<file path="src/rtl/mbt_pkg.sv">
package mbt_pkg;
  typedef enum logic [1:0] {
    CLK_STOP = 2'd0,
    CLK_DIV1 = 2'd1,
    CLK_DIV8 = 2'd2,
    CLK_OFF  = 2'd3
  } clk_sel_e;

  typedef enum logic {
    MODE_FREE  = 1'b0,
    MODE_CLEAR = 1'b1
  } mode_e;

  localparam int ADDR_W = 2;
  localparam logic [ADDR_W-1:0] ADDR_COUNT = 2'd0;
  localparam logic [ADDR_W-1:0] ADDR_CMP_A = 2'd1;
  localparam logic [ADDR_W-1:0] ADDR_FLAGS = 2'd3;
endpackage

</file>
<file path="src/rtl/mbt_prescaler.sv">
module mbt_prescaler
  import mbt_pkg::*;
#(
  parameter int DIV = 8
) (
  input  logic     clk,
  input  logic     rst,
  input  clk_sel_e sel_i,
  output logic     tick_o
);
  localparam int PHASE_W = (DIV > 1) ? $clog2(DIV) : 1;
  localparam logic [PHASE_W-1:0] LAST = PHASE_W'(DIV - 1);

  logic [PHASE_W-1:0] phase_q;

  always_ff @(posedge clk) begin
    if (rst)                 phase_q <= '0;
    else if (phase_q == LAST) phase_q <= '0;
    else                     phase_q <= phase_q + 1'b1;
  end

  always_comb begin
    unique case (sel_i)
      CLK_DIV1: tick_o = 1'b1;
      CLK_DIV8: tick_o = (phase_q == LAST);
      default:  tick_o = 1'b0;
    endcase
  end

  // divided ticks are isolated: never two in a row
  assert_div_spacing_R2: assert property (@(posedge clk) disable iff (rst)
    (sel_i == CLK_DIV8 && tick_o) |=> !(sel_i == CLK_DIV8 && tick_o));
  assert_stop_no_tick_R2: assert property (@(posedge clk) disable iff (rst)
    (sel_i == CLK_STOP || sel_i == CLK_OFF) |-> !tick_o);
endmodule

</file>
<file path="src/rtl/mbt_counter.sv">
module mbt_counter
  import mbt_pkg::*;
#(
  parameter int CNT_W = 8
) (
  input  logic             clk,
  input  logic             rst,
  input  logic             tick_i,
  input  mode_e            mode_i,
  input  logic             load_i,
  input  logic [CNT_W-1:0] load_val_i,
  input  logic             top_hit_i,
  input  logic             ovf_clr_i,
  output logic [CNT_W-1:0] count_o,
  output logic             ovf_o,
  output logic             block_o
);
  localparam logic [CNT_W-1:0] MAX_VAL = '1;

  logic block_q;
  logic at_max;

  assign at_max  = (count_o == MAX_VAL);
  assign block_o = block_q | load_i;

  always_ff @(posedge clk) begin
    if (rst) begin
      count_o <= '0;
      block_q <= 1'b0;
    end else begin
      if (load_i)
        count_o <= load_val_i;
      else if (tick_i)
        count_o <= (mode_i == MODE_CLEAR && top_hit_i) ? '0 : count_o + 1'b1;
      if (load_i)      block_q <= 1'b1;
      else if (tick_i) block_q <= 1'b0;
    end
  end

  always_ff @(posedge clk) begin
    if (rst)                            ovf_o <= 1'b0;
    else if (tick_i && !load_i && at_max) ovf_o <= 1'b1;
    else if (ovf_clr_i)                 ovf_o <= 1'b0;
  end

  assert_hold_R2: assert property (@(posedge clk) disable iff (rst)
    (!tick_i && !load_i) |=> $stable(count_o));
  assert_wrap_R3: assert property (@(posedge clk) disable iff (rst)
    (tick_i && !load_i && at_max) |=> (count_o == '0 && ovf_o));
  assert_clear_top_R5: assert property (@(posedge clk) disable iff (rst)
    (mode_i == MODE_CLEAR && tick_i && !load_i && top_hit_i) |=> count_o == '0);
  assert_load_R6: assert property (@(posedge clk) disable iff (rst)
    load_i |=> count_o == $past(load_val_i));
  assert_load_no_ovf_R9: assert property (@(posedge clk) disable iff (rst)
    (load_i && !ovf_o) |=> !ovf_o);
endmodule

</file>
<file path="src/rtl/mbt_channel.sv">
module mbt_channel #(
  parameter int CNT_W = 8
) (
  input  logic             clk,
  input  logic             rst,
  input  logic             tick_i,
  input  logic             block_i,
  input  logic [CNT_W-1:0] count_i,
  input  logic             ref_wr_i,
  input  logic [CNT_W-1:0] wr_data_i,
  input  logic             clr_i,
  output logic             match_o,
  output logic             flag_o
);
  logic [CNT_W-1:0] ref_q;
  logic             hit;

  assign match_o = (count_i == ref_q);
  assign hit     = tick_i && match_o && !block_i;

  always_ff @(posedge clk) begin
    if (rst)           ref_q <= '0;
    else if (ref_wr_i) ref_q <= wr_data_i;
  end

  always_ff @(posedge clk) begin
    if (rst)        flag_o <= 1'b0;
    else if (hit)   flag_o <= 1'b1;
    else if (clr_i) flag_o <= 1'b0;
  end

  // a hit wins over a same-cycle clear and is visible next cycle
  assert_hit_sets_R4_R8: assert property (@(posedge clk) disable iff (rst)
    (tick_i && match_o && !block_i) |=> flag_o);
  assert_blocked_quiet_R6: assert property (@(posedge clk) disable iff (rst)
    (block_i && !flag_o) |=> !flag_o);
  assert_no_mid_period_R4: assert property (@(posedge clk) disable iff (rst)
    (!tick_i && !flag_o) |=> !flag_o);
endmodule

</file>
<file path="src/rtl/match_block_timer.sv">
module match_block_timer
  import mbt_pkg::*;
#(
  parameter int CNT_W  = 8,
  parameter int NUM_CH = 2,
  parameter int DIV    = 8
) (
  input  logic              clk,
  input  logic              rst,
  input  logic              wr_en,
  input  logic [1:0]        wr_addr,
  input  logic [CNT_W-1:0]  wr_data,
  input  logic              mode,
  input  logic [1:0]        clk_sel,
  input  logic              ack_ovf,
  input  logic [NUM_CH-1:0] ack_cmp,
  output logic [CNT_W-1:0]  count,
  output logic              ovf_flag,
  output logic [NUM_CH-1:0] cmp_flag
);
  logic              tick;
  logic              block;
  logic              load;
  logic              flag_wr;
  logic [NUM_CH-1:0] match;

  assign load    = wr_en && (wr_addr == ADDR_COUNT);
  assign flag_wr = wr_en && (wr_addr == ADDR_FLAGS);

  mbt_prescaler #(.DIV(DIV)) u_presc (
    .clk    (clk),
    .rst    (rst),
    .sel_i  (clk_sel_e'(clk_sel)),
    .tick_o (tick)
  );

  mbt_counter #(.CNT_W(CNT_W)) u_cnt (
    .clk        (clk),
    .rst        (rst),
    .tick_i     (tick),
    .mode_i     (mode_e'(mode)),
    .load_i     (load),
    .load_val_i (wr_data),
    .top_hit_i  (match[0] && !block),
    .ovf_clr_i  (ack_ovf || (flag_wr && wr_data[0])),
    .count_o    (count),
    .ovf_o      (ovf_flag),
    .block_o    (block)
  );

  for (genvar i = 0; i < NUM_CH; i++) begin : g_ch
    mbt_channel #(.CNT_W(CNT_W)) u_ch (
      .clk       (clk),
      .rst       (rst),
      .tick_i    (tick),
      .block_i   (block),
      .count_i   (count),
      .ref_wr_i  (wr_en && (wr_addr == ADDR_CMP_A + 2'(i))),
      .wr_data_i (wr_data),
      .clr_i     (ack_cmp[i] || (flag_wr && wr_data[1+i])),
      .match_o   (match[i]),
      .flag_o    (cmp_flag[i])
    );
  end

  assert_reset_R1: assert property (@(posedge clk)
    rst |=> (count == '0 && !ovf_flag && cmp_flag == '0));
endmodule

</file>
<file path="config.mk">
export PLATFORM = sky130hd
export DESIGN_NAME = match_block_timer
export DESIGN_NICKNAME = d
export VERILOG_FILES = /design/src/rtl/mbt_pkg.sv /design/src/rtl/mbt_prescaler.sv /design/src/rtl/mbt_counter.sv /design/src/rtl/mbt_channel.sv /design/src/rtl/match_block_timer.sv
export SDC_FILE = /design/constraint.sdc
export NUM_CORES = 1
export LEC_CHECK = 0
export CORE_ASPECT_RATIO = 0.6
export CORE_MARGIN = 2
export CORE_UTILIZATION = 25
export DETAILED_ROUTE_END_ITERATION = 12
export PLACE_DENSITY_LB_ADDON = 0.15
export RECOVER_POWER = 100
export SLEW_MARGIN = 20
export SYNTH_ARGS = -nofsm -noshare
export SYNTH_HDL_FRONTEND = slang
export SYNTH_SLANG_ARGS = --single-unit
</file>
<file path="constraint.sdc">
create_clock -name clk -period 2 [get_ports clk]
set_clock_uncertainty 0.1 [all_clocks]
set_input_delay 0.3 -clock clk [delete_from_list [all_inputs] [get_ports clk]]
set_output_delay 0.3 -clock clk [all_outputs]
set_load 0.05 [all_outputs]
</file>
==> run summary, run 1 <==
setup_tns = 0 ps
CTS Buf Count = 5
die area = 0.00716 mm^2
Final Instance Area = 0.00220 mm^2
post-synthesis sequential area ratio = 38.3%
Max-cap violations = 0
drt wl/cell = 14.2 um
Antenna Nets Post-Route = 0
RD Place Congestion = 0.703
Rows = 22
Min-Delay Path Class = reg -> reg
CP Launch Type = flop
met2 Usage GRT = 17.1%
Clock transition at path regs = 70 ps
Residual DRC = 0
chip height = 66.3 um
total I/O pin count = 30
ant diodes = 0
global routing's busiest layer = met1
drt pass-1 iters = 4
Final Hold Fails = 0
final core occ = 35.6%
fillers = 662
Syn Inst Count = 180
Syn Std Cell Area = 0.00162 mm^2
Storage cell area = 624 um^2
most frequent cells in the layout = dfxtp_1 (28), nor2_1 (25), buf_4 (18)
Seq cells post-synth = 31
vias per inst = 4.41
worst setup margin = 55.1 ps
GRT overflow = 0
Max Freq = 0.514 GHz
largest net degree at the start of global routing = 32
layout cells sized above 1 = 17.8%
post-DP HPWL = 3350 um
Placement Cell Area = 0.00213 mm^2
maximum fanout along the worst path = 7
CP Data Arrival Time = 2050 ps
Distinct cells, synth = 35
Leakage = 0.958 nW
outcome = finished clean
Final Slew Violations = 0
Die W = 108 um
Skew-Pair Late Insertion Delay = 290 ps
Syn. warnings = 0
pwr/cell area = 689 mW/mm^2
Synth Area per Inst = 8.99 um^2
Finished Layout Cells = 309
RSZ-0062 raised after global routing = false
M3 GR Usage = 4.04%
dpl cells = 301
htree depth = 2
number of port buffers = 29
Tightest Pin Transition = 678 ps
pre-CTS setup slack = -404 ps
Max-slew headroom = 54.8%
area of the multi-input gates = 950 um^2
syn nets = 204
CTS Root Cell = clkbuf_8
P&R area growth vs syn = 36.0%
Final Critical Period = 1940 ps
gr usage total = 13.3%
total power = 1.52 mW
Initial Util = 26.1%
clk sinks = 31
first-pass GRT wire length = 6970 um
final period utilization = 97.2%
final hold slack = 381 ps
Max VDD drop = 0.292 mV
DR vias = 1364
CTS tree = done
drt total wl = 4390 um
Starting DRT DRC Count = 79
core area = 0.00619 mm^2
M1 GR Usage = 20.2%
Setup crit end kind = flop
vias in the first global route = 1330
Final setup viols = 0
commonest non-fill, non-tap cell in the layout = dfxtp_1
Setup CP Type = reg -> reg
maximum buffer depth of the clock tree = 2
# nets final = 248
Crit path required time = 2110 ps
initial antenna violation count = 0
[worst max-delay path: stages (launching register included)]
cell,delay [ps]
dfxtp_1,370
ha_4,160
ha_4,130
a21oi_2,50
or2_4,220
or4_4,530
buf_6,150
o22ai_4,150
[what timing repair did]
action                                  4_1_cts  5_1_grt
hold buffers                                  0        0
buffers inserted                              0        0
endpoints found under the setup margin        7        4
resized for setup                             7        1
pin swaps                                     1        0
[report_power, final]
part           total, mW  internal (mW)  leakage [nW]  switching, mW
logic              0.296          0.140         0.653          0.156
clock network      0.559          0.314        0.0515          0.244
registers          0.662          0.644         0.254         0.0179
total               1.52           1.10         0.958          0.418
[layer usage]
layer | vias to the layer above | wire [um]
met5 | - | 0
met4 | 0 | 35
met3 | 5 | 274
met2 | 33 | 1650
met1 | 619 | 2430
li1 | 707 | -
[cell families after synthesis]
group / Yosys count / synth area share [%]
xor gates and xnor gates: 22 / 11.9
DFF: 31 / 38.3
muxes: 16 / 9.89
buffers and inverters: 21 / 6.65
and+or+nand+nor: 63 / 18.9
AOI/OAI and AO/OA: 22 / 10.4
adders and majority gates: 5 / 3.86
[sequential cells by signal, indices dropped and copies added, names as in the netlist]
| signal | flops |
|---|---|
| g_ch.u_ch.flag_o | 2 |
| u_presc.phase_q | 3 |
| u_cnt.count_o | 8 |
| g_ch.u_ch.ref_q | 16 |
| u_cnt.ovf_o | 1 |
| u_cnt.block_q | 1 |
[Yosys cell counts, drive strengths merged]
| master | number | area (um^2) |
|---|---|---|
| a21oi | 6 | 30.0 |
| a22oi | 1 | 7.51 |
| a2bb2oi | 6 | 52.6 |
| a31oi | 1 | 6.26 |
| and3 | 1 | 6.26 |
| buf | 8 | 56.3 |
| clkbuf | 9 | 36.3 |
| dfxtp | 31 | 621 |
| ha | 5 | 62.6 |
| inv | 4 | 15.0 |
| mux2i | 16 | 160 |
| nand2 | 12 | 47.6 |
| nand2b | 1 | 6.26 |
| nand3 | 6 | 30.0 |
| nand3b | 4 | 30.0 |
| nand4 | 1 | 6.26 |
| nor2 | 25 | 93.8 |
| nor3 | 4 | 20.0 |
| nor3b | 3 | 22.5 |
| nor4 | 2 | 12.5 |
| nor4b | 1 | 8.76 |
| o22ai | 7 | 63.8 |
| o31a | 1 | 8.76 |
| or2 | 1 | 6.26 |
| or3b | 1 | 8.76 |
| or4 | 1 | 7.51 |
| xnor2 | 12 | 105 |
| xor2 | 10 | 87.6 |
[worst paths after layout]
path                                               startpoint                            end  slack [ps]  depth (start not counted)
worst max-delay path            u_presc.phase_q[0]$_SDFF_PP0_  u_cnt.count_o[7]$_SDFFE_PP0P_          60                          7
worst min-delay path            u_presc.phase_q[0]$_SDFF_PP0_  u_presc.phase_q[0]$_SDFF_PP0_         380                          1
worst max register to register  u_presc.phase_q[0]$_SDFF_PP0_  u_cnt.count_o[7]$_SDFFE_PP0P_          60                          7
worst min register to register  u_presc.phase_q[0]$_SDFF_PP0_  u_presc.phase_q[0]$_SDFF_PP0_         380                          1
[area by class of cell]
type | count | area share [%]
clock buffers | 8 | 4.55
inverters | 4 | 0.682
multi-input cells | 128 | 43.1
flip-flops and latches | 31 | 28.4
well taps | 84 | 4.77
repair buffers | 54 | 18.5
(Power assumes the default switching activity.)
==> run 2: changes to the inputs <==
TNS_END_PERCENT = 50   (was not set)
==> results of run 2 <==
Final layout, timing and power as in run 1 (identical DEF).
